[config.mk]
export PLATFORM = sky130hd
export DESIGN_NAME = can_bit_timer
export DESIGN_NICKNAME = d
export VERILOG_FILES = /design/src/rtl/cbt_pkg.sv /design/src/rtl/cbt_rx_sync.sv /design/src/rtl/cbt_tq_prescaler.sv /design/src/rtl/cbt_bit_fsm.sv /design/src/rtl/can_bit_timer.sv
export SDC_FILE = /design/constraint.sdc
export NUM_CORES = 1
export LEC_CHECK = 0
export BUFFER_PORTS_ARGS = -buffer_cell sky130_fd_sc_hd__buf_4
export CAP_MARGIN = 20
export CORE_ASPECT_RATIO = 0.8
export CORE_UTILIZATION = 58
export CTS_BUF_LIST = sky130_fd_sc_hd__clkbuf_8
export CTS_CLUSTER_DIAMETER = 150
export DETAILED_ROUTE_END_ITERATION = 6
export GPL_TIMING_DRIVEN = 0
export PLACE_DENSITY = 0.77
export SYNTH_ARGS = -nofsm -noshare
export SYNTH_HDL_FRONTEND = slang
export SYNTH_SLANG_ARGS = --single-unit
[constraint.sdc]
create_clock -name clk -period 6 [get_ports clk]
set_input_delay 1.2 -clock clk [delete_from_list [all_inputs] [get_ports clk]]
set_output_delay 1.2 -clock clk [all_outputs]
set_load 0.005 [all_outputs]
[src/rtl/cbt_pkg.sv]
package cbt_pkg;
    localparam int BRP_W_DEF = 6;
    localparam int TS1_W_DEF = 4;
    localparam int TS2_W_DEF = 3;
    localparam int SJW_W_DEF = 2;
    localparam int SYNC_STAGES_DEF = 2;

    typedef enum logic [1:0] {
        ST_OFF   = 2'd0,
        ST_SYNC  = 2'd1,
        ST_TSEG1 = 2'd2,
        ST_TSEG2 = 2'd3
    } cbt_state_e;
endpackage

[src/rtl/cbt_rx_sync.sv]
module cbt_rx_sync #(
    parameter int STAGES = 2
) (
    input  logic clk,
    input  logic rst_n,
    input  logic rx_in,
    output logic rx_s,
    output logic rx_fall
);
    // sh[STAGES-1] is the synchronized level, sh[STAGES] its previous value
    logic [STAGES:0] sh;

    always_ff @(posedge clk) begin
        if (!rst_n) sh <= '1;
        else        sh <= {sh[STAGES-1:0], rx_in};
    end

    assign rx_s    = sh[STAGES-1];
    assign rx_fall = sh[STAGES] & ~sh[STAGES-1];
endmodule

[src/rtl/cbt_tq_prescaler.sv]
module cbt_tq_prescaler #(
    parameter int BRP_W = 6
) (
    input  logic             clk,
    input  logic             rst_n,
    input  logic             restart,
    input  logic [BRP_W-1:0] brp,
    output logic             tick
);
    logic [BRP_W-1:0] pcnt;

    always_ff @(posedge clk) begin
        if (!rst_n || restart) pcnt <= '0;
        else if (pcnt == brp)  pcnt <= '0;
        else                   pcnt <= pcnt + 1'b1;
    end

    assign tick = (pcnt == brp);


    pcnt_range_chk: assert property (@(posedge clk) disable iff (!rst_n)
        pcnt <= brp);
endmodule

[src/rtl/cbt_bit_fsm.sv]
module cbt_bit_fsm
    import cbt_pkg::*;
#(
    parameter int TS1_W = 4,
    parameter int TS2_W = 3,
    parameter int SJW_W = 2,
    localparam int CNT_W = $clog2((1 << TS1_W) + (1 << SJW_W))
) (
    input  logic             clk,
    input  logic             rst_n,
    input  logic             enable,
    input  logic             bus_idle,
    input  logic             tick,
    input  logic             rx_fall,
    input  logic             rx_s,
    input  logic [TS1_W-1:0] t1m1,
    input  logic [TS2_W-1:0] t2m1,
    input  logic [SJW_W-1:0] sjwm1,
    output logic             restart,
    output logic             sample_stb,
    output logic             sample_bit,
    output logic             tx_stb
);
    cbt_state_e state_q, state_d;
    logic [CNT_W-1:0] cnt_q, cnt_d;
    logic [CNT_W-1:0] lim1_q, lim1_d, lim2_q, lim2_d;
    logic             used_q, used_d, pend_q, pend_d;

    logic             ev, hard, resync, end1, end2;
    logic [CNT_W-1:0] sjw, err_late, err_early, adj_late, adj_early;
    logic [CNT_W-1:0] lim1_eff, lim2_eff;

    // phase error and effective segment limits
    always_comb begin
        sjw       = CNT_W'(sjwm1) + CNT_W'(1);
        ev        = rx_fall | pend_q;
        hard      = enable && (state_q != ST_OFF) && bus_idle && rx_fall;
        resync    = enable && tick && ev && !used_q && !bus_idle && (state_q != ST_OFF);
        err_late  = cnt_q + CNT_W'(1);
        err_early = CNT_W'(t2m1) - cnt_q;
        adj_late  = (err_late  < sjw) ? err_late  : sjw;
        adj_early = (err_early < sjw) ? err_early : sjw;
        lim1_eff  = (resync && state_q == ST_TSEG1) ? CNT_W'(t1m1) + adj_late : lim1_q;
        lim2_eff  = (resync && state_q == ST_TSEG2) ? CNT_W'(t2m1) - adj_early : lim2_q;
        end1      = tick && (state_q == ST_TSEG1) && (cnt_q >= lim1_eff);
        end2      = tick && (state_q == ST_TSEG2) && (cnt_q >= lim2_eff);
        restart   = !enable || (state_q == ST_OFF) || hard;
    end

    // next-state logic
    always_comb begin
        state_d = state_q;
        cnt_d   = cnt_q;
        lim1_d  = lim1_q;
        lim2_d  = lim2_q;
        used_d  = used_q | resync;
        pend_d  = (tick || hard || state_q == ST_OFF) ? 1'b0 : (pend_q | rx_fall);
        if (!enable) begin
            state_d = ST_OFF;
            cnt_d   = '0;
            used_d  = 1'b0;
            pend_d  = 1'b0;
        end else if (hard) begin
            state_d = ST_SYNC;
            cnt_d   = '0;
            used_d  = 1'b1;
        end else begin
            unique case (state_q)
                ST_OFF: begin
                    state_d = ST_SYNC;
                    cnt_d   = '0;
                    used_d  = 1'b0;
                end
                ST_SYNC: begin
                    if (tick) begin
                        state_d = ST_TSEG1;
                        cnt_d   = '0;
                        lim1_d  = CNT_W'(t1m1);
                    end
                end
                ST_TSEG1: begin
                    if (end1) begin
                        state_d = ST_TSEG2;
                        cnt_d   = '0;
                        lim2_d  = CNT_W'(t2m1);
                    end else if (tick) begin
                        cnt_d  = cnt_q + CNT_W'(1);
                        lim1_d = lim1_eff;
                    end
                end
                ST_TSEG2: begin
                    if (end2) begin
                        state_d = ST_SYNC;
                        cnt_d   = '0;
                        used_d  = 1'b0;
                    end else if (tick) begin
                        cnt_d  = cnt_q + CNT_W'(1);
                        lim2_d = lim2_eff;
                    end
                end
            endcase
        end
    end

    // state register
    always_ff @(posedge clk) begin
        if (!rst_n) begin
            state_q <= ST_OFF;
            cnt_q   <= '0;
            lim1_q  <= '0;
            lim2_q  <= '0;
            used_q  <= 1'b0;
            pend_q  <= 1'b0;
        end else begin
            state_q <= state_d;
            cnt_q   <= cnt_d;
            lim1_q  <= lim1_d;
            lim2_q  <= lim2_d;
            used_q  <= used_d;
            pend_q  <= pend_d;
        end
    end

    // registered outputs
    always_ff @(posedge clk) begin
        if (!rst_n) begin
            sample_stb <= 1'b0;
            sample_bit <= 1'b1;
            tx_stb     <= 1'b0;
        end else begin
            sample_stb <= enable && !hard && end1;
            if (enable && !hard && end1) sample_bit <= rx_s;
            tx_stb     <= enable && (hard || state_q == ST_OFF || end2);
        end
    end


    strobes_excl_chk: assert property (@(posedge clk) disable iff (!rst_n)
        !(tx_stb && sample_stb));


    tx_at_sync_chk: assert property (@(posedge clk) disable iff (!rst_n)
        tx_stb |-> (state_q == ST_SYNC && cnt_q == '0));


    sample_at_ts2_chk: assert property (@(posedge clk) disable iff (!rst_n)
        sample_stb |-> (state_q == ST_TSEG2 && cnt_q == '0));


    ts1_bound_chk: assert property (@(posedge clk) disable iff (!rst_n)
        (state_q == ST_TSEG1) |-> (cnt_q <= CNT_W'(t1m1) + sjw));


    ext_marks_used_chk: assert property (@(posedge clk) disable iff (!rst_n)
        (state_q == ST_TSEG1 && lim1_q != CNT_W'(t1m1)) |-> used_q);
endmodule

[src/rtl/can_bit_timer.sv]
module can_bit_timer
    import cbt_pkg::*;
#(
    parameter int BRP_W       = BRP_W_DEF,
    parameter int TS1_W       = TS1_W_DEF,
    parameter int TS2_W       = TS2_W_DEF,
    parameter int SJW_W       = SJW_W_DEF,
    parameter int SYNC_STAGES = SYNC_STAGES_DEF
) (
    input  logic             clk,
    input  logic             rst_n,
    input  logic             enable,
    input  logic             bus_idle,
    input  logic             rx_in,
    input  logic [BRP_W-1:0] cfg_brp,
    input  logic [TS1_W-1:0] cfg_tseg1,
    input  logic [TS2_W-1:0] cfg_tseg2,
    input  logic [SJW_W-1:0] cfg_sjw,
    output logic             sample_stb,
    output logic             sample_bit,
    output logic             tx_stb
);
    logic [BRP_W-1:0] brp_q;
    logic [TS1_W-1:0] t1m1_q;
    logic [TS2_W-1:0] t2m1_q;
    logic [SJW_W-1:0] sjwm1_q;
    logic             rx_s, rx_fall, tick, restart;

    // configuration shadow, loaded only while disabled
    always_ff @(posedge clk) begin
        if (!rst_n) begin
            brp_q   <= '0;
            t1m1_q  <= TS1_W'(3);
            t2m1_q  <= TS2_W'(1);
            sjwm1_q <= '0;
        end else if (!enable) begin
            brp_q   <= cfg_brp;
            t1m1_q  <= cfg_tseg1;
            t2m1_q  <= cfg_tseg2;
            sjwm1_q <= cfg_sjw;
        end
    end

    cbt_rx_sync #(.STAGES(SYNC_STAGES)) i_rx_sync (
        .clk     (clk),
        .rst_n   (rst_n),
        .rx_in   (rx_in),
        .rx_s    (rx_s),
        .rx_fall (rx_fall)
    );

    cbt_tq_prescaler #(.BRP_W(BRP_W)) i_prescaler (
        .clk     (clk),
        .rst_n   (rst_n),
        .restart (restart),
        .brp     (brp_q),
        .tick    (tick)
    );

    cbt_bit_fsm #(.TS1_W(TS1_W), .TS2_W(TS2_W), .SJW_W(SJW_W)) i_fsm (
        .clk        (clk),
        .rst_n      (rst_n),
        .enable     (enable),
        .bus_idle   (bus_idle),
        .tick       (tick),
        .rx_fall    (rx_fall),
        .rx_s       (rx_s),
        .t1m1       (t1m1_q),
        .t2m1       (t2m1_q),
        .sjwm1      (sjwm1_q),
        .restart    (restart),
        .sample_stb (sample_stb),
        .sample_bit (sample_bit),
        .tx_stb     (tx_stb)
    );
endmodule

==> results of run 1 <==
-- kinds of logic after synthesis --
family / synth area share
simple gates: 0.179
compound gates: 0.162
flops: 0.301
mux: 0.123
fa+ha+maj: 0.146
buf+inv: 0.0351
xor+xnor: 0.0527
other cells: 0.00122
-- sequential cells by signal, summed over array words and instances, names as in the netlist --
name,flops
t2m1_q,3
i_fsm.sample_stb,1
i_fsm.pend_q,1
i_fsm.used_q,1
sjwm1_q,2
i_fsm.cnt_q,5
i_fsm.tx_stb,1
i_fsm.lim1_q,5
i_fsm.lim2_q,5
i_fsm.state_q,2
i_rx_sync.sh,3
t1m1_q,4
brp_q,6
i_fsm.sample_bit,1
i_prescaler.pcnt,6
-- cell type report --
cell class | count | area, um2 | share of cell area
Clock inverter | 1 | 30.0 | 0.00881
Sequential cell | 46 | 921 | 0.270
Buffer | 9 | 36.3 | 0.0106
Tap cell | 62 | 77.6 | 0.0228
Multi-Input combinational cell | 255 | 2030 | 0.596
Clock buffer | 6 | 82.6 | 0.0242
Inverter | 19 | 71.3 | 0.0209
Timing Repair Buffer | 21 | 158 | 0.0462
-- worst max path at each step --
stage	startpoint	endpoint	slack, ns
3_5_place_dp	i_fsm.cnt_q[0]	i_fsm.lim2_q[2]	0.80
4_1_cts	i_fsm.cnt_q[0]	i_fsm.lim2_q[2]	0.74
2_1_floorplan	i_fsm.cnt_q[0]	i_fsm.lim2_q[2]	1.38
3_3_place_gp	i_fsm.cnt_q[0]	i_fsm.lim2_q[2]	0.93
6_report	i_fsm.cnt_q[0]	i_fsm.lim2_q[2]	0.70
5_1_grt	i_fsm.cnt_q[0]	i_fsm.lim2_q[2]	0.31
-- power groups by stage --
stage	clock (mW)	sequential [mW]	combinational [mW]
after global routing	0.252	0.324	0.138
after global placement	0	0.330	0.118
after CTS	0.240	0.323	0.123
after detailed placement	0	0.330	0.122
after floorplan	0	0.328	0.0907
final	0.237	0.323	0.123
-- cells in the final DEF (no fill, tap or decap), types with 4 or more instances in the layout --
master / synthesis / final
a31oi_1: 4 / 4
xnor2_1: 7 / 7
a21o_1: 7 / 7
xnor2_2: 4 / 4
buf_4: 0 / 21
nand2b_1: 9 / 9
inv_1: 19 / 19
ha_1: 31 / 31
a21oi_1: 11 / 11
o211ai_1: 5 / 5
nand3_1: 11 / 11
o21ai_0: 8 / 8
clkbuf_8: 0 / 6
nand2_1: 27 / 27
mux2_2: 4 / 4
mux2i_1: 32 / 32
nor2_1: 31 / 31
clkbuf_1: 6 / 6
xor2_1: 4 / 4
dfxtp_1: 46 / 46
-- metal layers --
| layer | vias up | global-route usage | wire length (um) |
|---|---|---|---|
| met5 | - | 0 | 0 |
| met4 | 0 | 0.0560 | 62 |
| met3 | 6 | 0.0520 | 357 |
| met2 | 50 | 0.451 | 3090 |
| met1 | 1154 | 0.347 | 3210 |
| li1 | 1240 | - | - |
-- stage by stage --
stage	area (um2)	util	power, mW	setup slack (ns)	std cells
floorplan	3060	-	0.418	1.38	329
CTS	3410	0.677	0.686	0.736	419
detailed placement	3300	0.655	0.453	0.803	412
global route	3410	0.677	0.715	0.307	419
global placement	3300	0.655	0.448	0.931	412
finish	3410	0.677	0.683	0.700	419
-- critical path: stages, from the launching register on --
cell and delay [ns]:
dfxtp_1 0.47, ha_1 0.22, inv_1 0.06, fa_1 0.46, ha_1 0.31, a21o_1 0.17
a211oi_2 0.38, mux2i_1 0.24, ha_1 0.16, inv_1 0.06, fa_1 0.40, xnor2_1 0.21
nand2_1 0.07, o21ai_0 0.14, ha_1 0.30, a21o_1 0.16, a31oi_1 0.21, o211ai_1 0.29
a211oi_4 0.47, mux2_2 0.38, o21ai_1 0.07
==> results list, run 1 <==
* Wire length of the first global-routing pass: 11.4 mm
* Count of pins on the block boundary: 23
- Of the synthesized area, sequential elements account for 0.301.
* Post-synth ARST share: 0
- From bottom edge to top edge, the die measures 67.0 um.
- STA classifies the critical path endpoint as a flip-flop.
- Number of buffers created by CTS: 5
- Final critical path time including I/O delays and setup: 5.30 ns
* Area fraction of the dominant cell type after synthesis: 0.301
* Post-CTS setup buffer count: 0
- Classification of the worst-slack hold path: reg -> reg
- Hold is met by 0.422 ns.
* Average footprint of a synthesized cell: 9.31 um2
- Among all flip-flop cells after synthesis, the most frequent one is dfxtp_1.
- The endpoint identified for the worst register-to-register timing path is i_fsm.lim2_q[2].
- Routed wire per std cell: 16.0 um
- Routed vias/inst: 5.85
* Status: finished, final reports clean
* Layout overhead on the synthesized area: 11.4%
- Slew at the pin with the worst max-slew slack: 0.826 ns
- Synth warn: 0
* Die width: 83.2 um
- The critical path is of the reg -> reg type.
* Crit start category: flip-flop
* Setup Skew: 0.00603 ns
- Dividing the final minimum period by the clock period gives 0.883.
- The die covers 5580 um2.
- The worst hold path terminates at i_rx_sync.sh[1].
- No sink is reached through more buffers than the 2 on the longest clock path.
- Required time at the endpoint of the critical path: 6.23 ns
* Share of cells above drive strength 1: 0.148
- Highest Clock Rate: 0.189 GHz
- The synthesized design contains 0 enable-type register cells.
- Summed over all failing endpoints, the final setup total negative slack is 0 ns.
- Of the total power, the share spent switching nets is 0.262.
- Startpoint of the most critical register-to-register path: i_fsm.cnt_q[0]
- Synth top cells by count: 46 x dfxtp_1, 32 x mux2i_1, 31 x ha_1, 31 x nor2_1, 27 x nand2_1
- Leakage power of the design: 1.43 nW
- Final GP Congestion: 0.847
- The share of total power dissipated in sequential elements is 0.473.
* Post_cts resized: 0
* Num rows: 23
* Htree depth: 2
- # hold bufs at CTS: 0
- Maximum number of pins on one net before global-route repair: 14
* Slew Viols, Final: 0
- Gate count after technology mapping: 329
- Switching power: 0.179 mW
* Largest fanout of any net on the critical path: 7
* Worst-Skew Late Latency: 0.29 ns
- # port buffers: 21
- Register bit total from synthesis: 46
* Arrival time at the worst endpoint: 5.53 ns
* DR pass1 iterations: 4
* Remaining global-route overflow: 0
- The initial antenna violation count came to 0.
- Detailed routing inserted a total of 2450 vias.
- The largest total area in the synthesized netlist belongs to dfxtp_1.
* Cell-internal power: 0.505 mW
- Clock-pin slew was measured on the worst setup and hold paths at 0.09 ns.
- After floorplanning, the core was sized to cover 5040 um2.
- Clock group share of total power: 0.347
* Pwr per Cell Area: 200 nW/um2
* RSZ-0062 raised after global routing: no
- Synthesis instantiated 63 different standard cells from the library.
- Cell count of the worst reg-to-reg path: 20
* Startpoint of the lowest-slack hold path: i_rx_sync.sh[0]
* Maximum vdd ir drop: 0.167 mV
* Count of routing violations after the opening detailed-route iteration: 72
- Most used standard cell by instance count after synthesis: dfxtp_1
- Once detail routing completed, the nets flagged for antenna violations numbered 0.
- Number of global-route vias before repair: 2372
* Post-route DRC violation count: 0
- Post-Synthesis Cell Area: 3060 um2
- Along the worst hold path, the cell count comes to 1.
* Total setup violations reported at the end of the flow: 0
* Count of max-cap constraint violations: 0
- The number of nets handed over by synthesis was 383.
- For this run, the post-layout net count is 411.
- GR Util All Layers: 0.264
* TritonCTS sink count: 46
- Post-detailed-placement half-perimeter wirelength: 5.19 mm
- Max transition margin: 0.449
- Top cells by area, synth: dfxtp_1 30%, ha_1 13%, mux2i_1 10%
- Antenna diode instance count: 0
- The final layout contains routed wiring with a total length of 6.72 mm.
- Logic gate share of total power: 0.180
* Clock root buffer: clkbuf_8
* Filler Cells Inserted: 442
- Clock tree from TritonCTS: yes
* Initial cell density of the core: 0.608
- For flop-to-flop paths, the worst setup slack is 0.70 ns.
- The hold violation count in the final report was 0.
Note: power is estimated with default switching activity, not from simulation.
==> run 2: changes to the inputs <==
- CORE_UTILIZATION: 58 -> 30
- PLACE_DENSITY: 0.77 -> not set
==> run 2 against run 1 <==
Against the previous run:
- clock-buffer cell count is 1 lower
- final cell count grew 18%
- critical endpoint unchanged
- sequential power hardly changed
- cell area rose by 2.1%
- combinational power hardly changed
==> results list, run 2 (same netlist as run 1, synthesis figures left out) <==
* Startpoint of the lowest-slack hold path: i_rx_sync.sh[0]
- The pin count of the biggest net entering global routing is 16 (+2).
* Setup Skew: 0.00881 ns (+0.00278 ns)
* Die width: 115 um (+38%)
* Most frequent cells in the layout: 46 x dfxtp_1, 32 x mux2i_1, 31 x nor2_1, 31 x ha_1, 27 x nand2_1
* CTS Buffer Depth: 2 (unchanged)
* Floorplan die height: 92.4 um (+38%)
* Setup slack on the worst flop-to-flop path: 0.68 ns (-0.02 ns)
- The share of the cycle needed by the critical path after routing was 0.886 (+0.00279).
- Number of global-route vias before repair: 2345 (-1.1%)
- The library cell used most frequently in the layout, excluding fill and tap cells, is dfxtp_1.
- The quantity of I/O buffers inserted on ports was 21 (unchanged).
- The DRC violation count after routing is 0 (unchanged).
* Registers with the highest flip-flop counts: brp_q (6), i_prescaler.pcnt (6)
- In this run the critical register-to-register path is launched from i_fsm.cnt_q[0].
- The clock latency reported for the late side of the worst-skew pair is 0.32 ns (+0.03 ns).
- Worst Hold Endpoint: i_rx_sync.sh[1]
- The CTS H-tree depth is 2 (unchanged).
- The clock sink count came to 46 (unchanged).
* Routed vias/inst: 4.90 (-16%)
* Routed wire per std cell: 14.5 um (-9.6%)
* Critical Path Sink Type: flip-flop
- The number of endpoints failing setup at the final stage is 0 (unchanged).
* Initial cell density of the core: 0.313 (-0.295)
- The actual slew at the worst max-slew pin was 1.01 ns (+0.182 ns).
- The routability congestion estimate is 0.798 (-5.8%).
- Share of cells above drive strength 1: 0.151 (+0.00238)
- Maximum vdd ir drop: 0.0785 mV (-53%)
- Max transition margin: 0.328 (-0.122)
* Wire length of the first global-routing pass: 11.8 mm (+3.6%)
- The final total negative setup slack came to 0 ns (unchanged).
* Pwr per Cell Area: 186 nW/um2 (-7.3%)
- STA classifies the critical path startpoint as a flip-flop.
- The hold-fix buffer count after cts was 0 (unchanged).
- The tightest min-delay check is of the reg -> reg type.
* R2R Path End: i_fsm.lim2_q[2]
* Clk slew on worst S/H paths: 0.09 ns (about the same)
* Clock root buffer: clkbuf_8
- The total overflow reported by the global router was 0 (unchanged).
* Post-route worst setup slack: 0.683 ns (-0.0167 ns)
- Pre-CTS setup slack: 0.729 ns (-0.0733 ns)
- Final hold violation count: 0 (unchanged)
- The largest fanout on the critical path is 7 (unchanged).
- Required time at the endpoint of the critical path: 6.25 ns (+0.02 ns)
* Cell count of the worst reg-to-reg path: 20 (unchanged)
- The estimated wirelength of the detail-placed design was 5.57 mm (+7.3%).
* Category of the critical setup timing path: reg -> reg
* Origin of the worst setup path: i_fsm.cnt_q[0]
- Setup repair after global routing left no endpoint under its margin.
- Number of buffers created by CTS: 5 (unchanged)
- The data arrival time of the worst path came to 5.57 ns (+0.04 ns).
* Worst Hold Path Cells: 1 (unchanged)
- The run finished with clean final reports.
- The antenna diode count is 0 (unchanged).
* Num rows: 32 (+39%)
* Count of routing violations after the opening detailed-route iteration: 187 (+160%)
- The sum of routed wire length over all layers was 7.16 mm (+6.5%).
- The overall track demand over capacity in global routing came to 0.147 (-0.116).
- The area inside the core boundary came to 9770 um2 (+94%).
* Final critical path time including I/O delays and setup: 5.32 ns (+0.0167 ns)
* Post_cts resized: 0 (unchanged)
- From synthesis to final layout, the design area changed by 13.6%.
- Layout net count: 411 (unchanged)
* Full die area: 10600 um2 (+90%)
* Antenna violations before repair: 0 (unchanged)
- Filler Cells Inserted: 1048 (+140%)
* Antenna-violating nets left: 0 (unchanged)
- Highest Clock Rate: 0.188 GHz (-0.31%)
* Count of pins on the block boundary: 23 (unchanged)
- Count of max-cap constraint violations: 0 (unchanged)
- The leakage dissipation is 1.42 nW (-0.92%).
- The buffers inserted during post-CTS setup optimization was 0 (unchanged).
- Slew Viols, Final: 0 (unchanged)
* Clock tree from TritonCTS: yes
- DR pass1 iterations: 4 (unchanged)
- The total number of vias is 2420 (-1.2%).
[run 2: cell count changes in the layout (fill, tap and decap cells not counted)]
cell	before	now
bufinv_16	1	0
clkbuf_8	6	5
clkinv_2	0	1
clkinv_4	0	1
clkinvlp_4	0	1
[run 2: final cells by class]
class | count | area, um2 | share of cell area
Timing Repair Buffer | 21 | 158 | 0.0453
Tap cell | 136 | 170 | 0.0489
Multi-Input combinational cell | 255 | 2030 | 0.584
Inverter | 19 | 71.3 | 0.0205
Sequential cell | 46 | 921 | 0.265
Clock inverter | 3 | 21.3 | 0.00611
Clock buffer | 5 | 68.8 | 0.0198
Buffer | 9 | 36.3 | 0.0104
[run 2: power by group]
part	total (mW)	internal [mW]	switching (mW)	leakage, nW
Clock	0.200	0.0821	0.118	0.0441
Combinational	0.122	0.0565	0.0658	1.00
Sequential	0.323	0.314	0.00929	0.375
Total	0.646	0.453	0.194	1.42
[run 2: metrics by stage]
stage	utilization	hold WS, ns	instances	instance area [um2]	power (mW)
2_1_floorplan	-	0.386	329	3060	0.418
3_3_place_gp	0.347	0.390	486	3390	0.450
3_5_place_dp	0.347	0.392	486	3390	0.454
4_1_cts	0.356	0.413	494	3480	0.655
5_1_grt	0.356	0.435	494	3480	0.683
6_report	0.356	0.412	494	3480	0.646
[run 2: worst max path at each step]
stage | endpoint | slack (ns) | cells past startpoint
final | i_fsm.lim2_q[2] | 0.68 | 20
after detailed placement | i_fsm.lim2_q[2] | 0.73 | 20
after global routing | i_fsm.lim2_q[2] | 0.34 | 20
after floorplan | i_fsm.lim2_q[2] | 1.38 | 20
after CTS | i_fsm.lim2_q[2] | 0.70 | 20
after global placement | i_fsm.lim2_q[2] | 0.84 | 20
[run 2: worst max-delay path, stage by stage, from the launching register on]
cell	delay, ns
dfxtp_1	0.48
ha_1	0.24
inv_1	0.06
fa_1	0.47
ha_1	0.31
a21o_1	0.17
a211oi_2	0.42
mux2i_1	0.24
ha_1	0.16
inv_1	0.06
fa_1	0.39
xnor2_1	0.16
nand2_1	0.06
o21ai_0	0.13
ha_1	0.29
a21o_1	0.16
a31oi_1	0.24
o211ai_1	0.31
a211oi_4	0.44
mux2_2	0.38
o21ai_1	0.07
[run 2: metal layers]
layer  up-vias  GRT usage  part of all wire
met5         -          0                 0
met2        32      0.214              0.41
met1      1140      0.215              0.53
met4         0     0.0422             0.011
met3         7     0.0321             0.047
li1       1241          -                 -
==> run 3: changes to the inputs <==
- BUFFER_PORTS_ARGS: -buffer_cell sky130_fd_sc_hd__buf_4 -> -buffer_cell sky130_fd_sc_hd__buf_2
- CTS_BUF_LIST: sky130_fd_sc_hd__clkbuf_8 -> not set
- SLEW_MARGIN: not set -> 10
==> run 3 against run 2 <==
Against the previous run:
- power rose by 17%
- critical path depth is 1 higher
- sequential share of layout area is 0.15 points lower
- clock power increased by 57%
- worst setup slack lost 0.028 ns
- utilization rose by 0.20 points
- critical endpoint unchanged
- largest cell class unchanged
==> results list, run 3 (same netlist as run 1, synthesis figures left out) <==
* Cell-internal power: 0.565 mW (+25%)
- The DRC marker count from the first detailed-route iteration is 137 (-27%).
- Instance area after placement: 3340 um2 (-1.6%)
* GR Util All Layers: 0.148 (+0.000723)
- The final critical path time including I/O delays and setup was 5.34 ns (+0.0277 ns).
* Critical Path Sink Type: flip-flop
* Crit start category: flip-flop
* Biggest cell delay along the critical path: 0.45 ns (-0.03 ns)
- In this run the clock root is driven by a clkbuf_16.
- Post-route worst setup slack: 0.655 ns (-0.0277 ns)
- The total number of vias was 2435 (+0.62%).
- The starting density of the core was 0.313 (unchanged).
- The leakage dissipation is 1.44 nW (+1.1%).
- The largest registers in the layout are brp_q (6), i_prescaler.pcnt (6).
* # hold bufs at CTS: 0 (unchanged)
* Floorplan die height: 92.4 um (unchanged)
* Number of global-route vias before repair: 2381 (+1.5%)
- Antenna violations before repair: 0 (unchanged)
- Final period utilization: 0.891 (+0.00462)
- Leaving out fill and tap cells, the most frequent cell in the layout is dfxtp_1.
- The data required time of the critical path is 6.23 ns (-0.02 ns).
- The top cell types in the final layout, fill and taps aside, are 46 x dfxtp_1, 32 x mux2i_1, 31 x nor2_1, 31 x ha_1, 27 x nand2_1.
- The number of buffers created by CTS came to 5 (unchanged).
- Switching power: 0.194 mW (about the same)
* Clock tree from TritonCTS: yes
- The reported max-cap violation count is 0 (unchanged).
* Status: finished, final reports clean
- Critical path buffer and inverter count: 3 (+1)
* Global routing met1 resource utilization: 0.215 (-0.000317)
- Layout net count: 411 (unchanged)
- RSZ-0062 raised after global routing: no
- Clock group share of total power: 0.416 (+0.106)
- Category of the critical setup timing path: reg -> reg
- The die boundary width came to 115 um (unchanged).
- Setup TNS: 0 ns (unchanged)
* Maximum vdd ir drop: 0.101 mV (+28%)
* Core Area: 9770 um2 (unchanged)
* Routed vias/inst: 4.93 (+0.62%)
- Setup Skew: 0.00913 ns (+0.000322 ns)
- The path class of the tightest hold or removal check is reg -> reg.
- The buffers inserted during post-CTS setup optimization is 0 (unchanged).
* DR pass1 iterations: 4 (unchanged)
- Post-route DRC violation count: 0 (unchanged)
- Num rows: 32 (unchanged)
- Max transition margin: 0.436 (+0.108)
* Final hold violation count: 0 (unchanged)
* Pre-CTS setup slack: 0.694 ns (-0.0355 ns)
* Antenna diode instance count: 0 (unchanged)
- The post-route cell area came to 3500 um2 (+0.58%).
- The final standard cell count with taps included and fillers excluded came to 494 (unchanged).
- Antenna-violating nets left: 0 (unchanged)
* Fraction of the core area covered by cells at the end of the flow: 0.358 (+0.00205)
* Met3 track demand over resource: 0.0321 (unchanged)
- Htree depth: 2 (unchanged)
- The power per unit of standard cell area came to 217 nW/um2 (+17%).
- The count of pins over their slew limit came to 0 (unchanged).
- Highest Clock Rate: 0.187 GHz (-0.52%)
* Final GP Congestion: 0.786 (-1.5%)
- Met2 track demand over resource in global routing: 0.219 (+0.00452)
- Maximum number of pins on one net before global-route repair: 14 (-2)
* Count of pins on the block boundary: 23 (unchanged)
* Overall power consumption: 0.758 mW (+17%)
- Wire length after detailed routing: 7.24 mm (+1.2%)
- Switching Fraction: 0.255 (-0.0442)
* Critical-path top delay cell: a211oi_4
- The clock-pin slew on the worst setup and hold paths came to 0.07 ns (-0.02 ns).
- The total placed cells including tap cells came to 486 (unchanged).
* Arrival time at the worst endpoint: 5.58 ns (about the same)
- The actual slew at the worst max-slew pin came to 0.846 ns (-0.162 ns).
* Total setup violations reported at the end of the flow: 0 (unchanged)
- Worst-Skew Late Latency: 0.30 ns (-0.02 ns)
* Post-detailed-placement half-perimeter wirelength: 5.61 mm (+0.75%)
- Largest fanout of any net on the critical path: 7 (unchanged)
- The number of instances resized during post-cts repair is 0 (unchanged).
- The total die area came to 10600 um2 (unchanged).
- TritonCTS sink count: 46 (unchanged)
- Routed wire per std cell: 14.7 um (+1.2%)
- Worst path cell trace: inv_1 -> ha_1 -> inv_1 -> fa_1 -> ha_1 -> a21o_1 -> a211oi_2 -> mux2i_1 -> ha_1 -> inv_1 -> fa_1 -> xnor2_1 -> nand2_1 -> o21ai_0 -> ha_1 -> a21o_1 -> a31oi_1 -> o211ai_1 -> a211oi_4 -> mux2_2 -> o21ai_1
- The kind of cell with the highest combined delay along the critical path is compound AO/OA/AOI/OAI gates.
* Fin Hold WS: 0.410 ns (-0.00173 ns)
* Share of cells above drive strength 1: 0.145 (-0.00559)
* # port buffers: 21 (unchanged)
- The part of the power in registers is 0.427 (-0.073).
- The area growth from synthesis to layout is 14.3%.
* Cell repeated most along the worst path: ha_1
* Remaining global-route overflow: 0 (unchanged)
* CTS Buffer Depth: 2 (unchanged)
* Wire length of the first global-routing pass: 11.9 mm (+0.70%)
* Logic gate share of total power: 0.158 (-0.031)
- met2 is the most crowded layer.
==> run 3: cell type report <==
cell class | instances | area (um2)
Clock buffer | 7 | 133
Timing Repair Buffer | 21 | 105
Sequential cell | 46 | 921
Buffer | 9 | 36.3
Inverter | 19 | 71.3
Clock inverter | 1 | 30.0
Fill cell | 1054 | 6270
Multi-Input combinational cell | 255 | 2030
Tap cell | 136 | 170
==> run 3: power by group through the flow <==
stage | clock (mW) | combinational [mW] | sequential (mW)
6_report | 0.315 | 0.119 | 0.324
5_1_grt | 0.338 | 0.134 | 0.325
4_1_cts | 0.325 | 0.120 | 0.324
3_5_place_dp | 0 | 0.120 | 0.331
3_3_place_gp | 0 | 0.117 | 0.330
2_1_floorplan | 0 | 0.0907 | 0.328
==> run 3: final timing paths <==
check,start,to,slack [ns],cells after the start
setup / recovery,t2m1_q[0],i_fsm.lim2_q[2],0.66,21
hold / removal,i_rx_sync.sh[0],i_rx_sync.sh[1],0.41,1
setup reg to reg,t2m1_q[0],i_fsm.lim2_q[2],0.66,21
hold reg to reg,i_rx_sync.sh[0],i_rx_sync.sh[1],0.41,1
==> run 3: per-layer routing <==
layer,share of wire,wire length [um],up-vias
met2,0.43,3080,41
li1,-,-,1237
met1,0.51,3710,1153
met4,0.0064,46,0
met3,0.055,399,4
met5,0,0,-
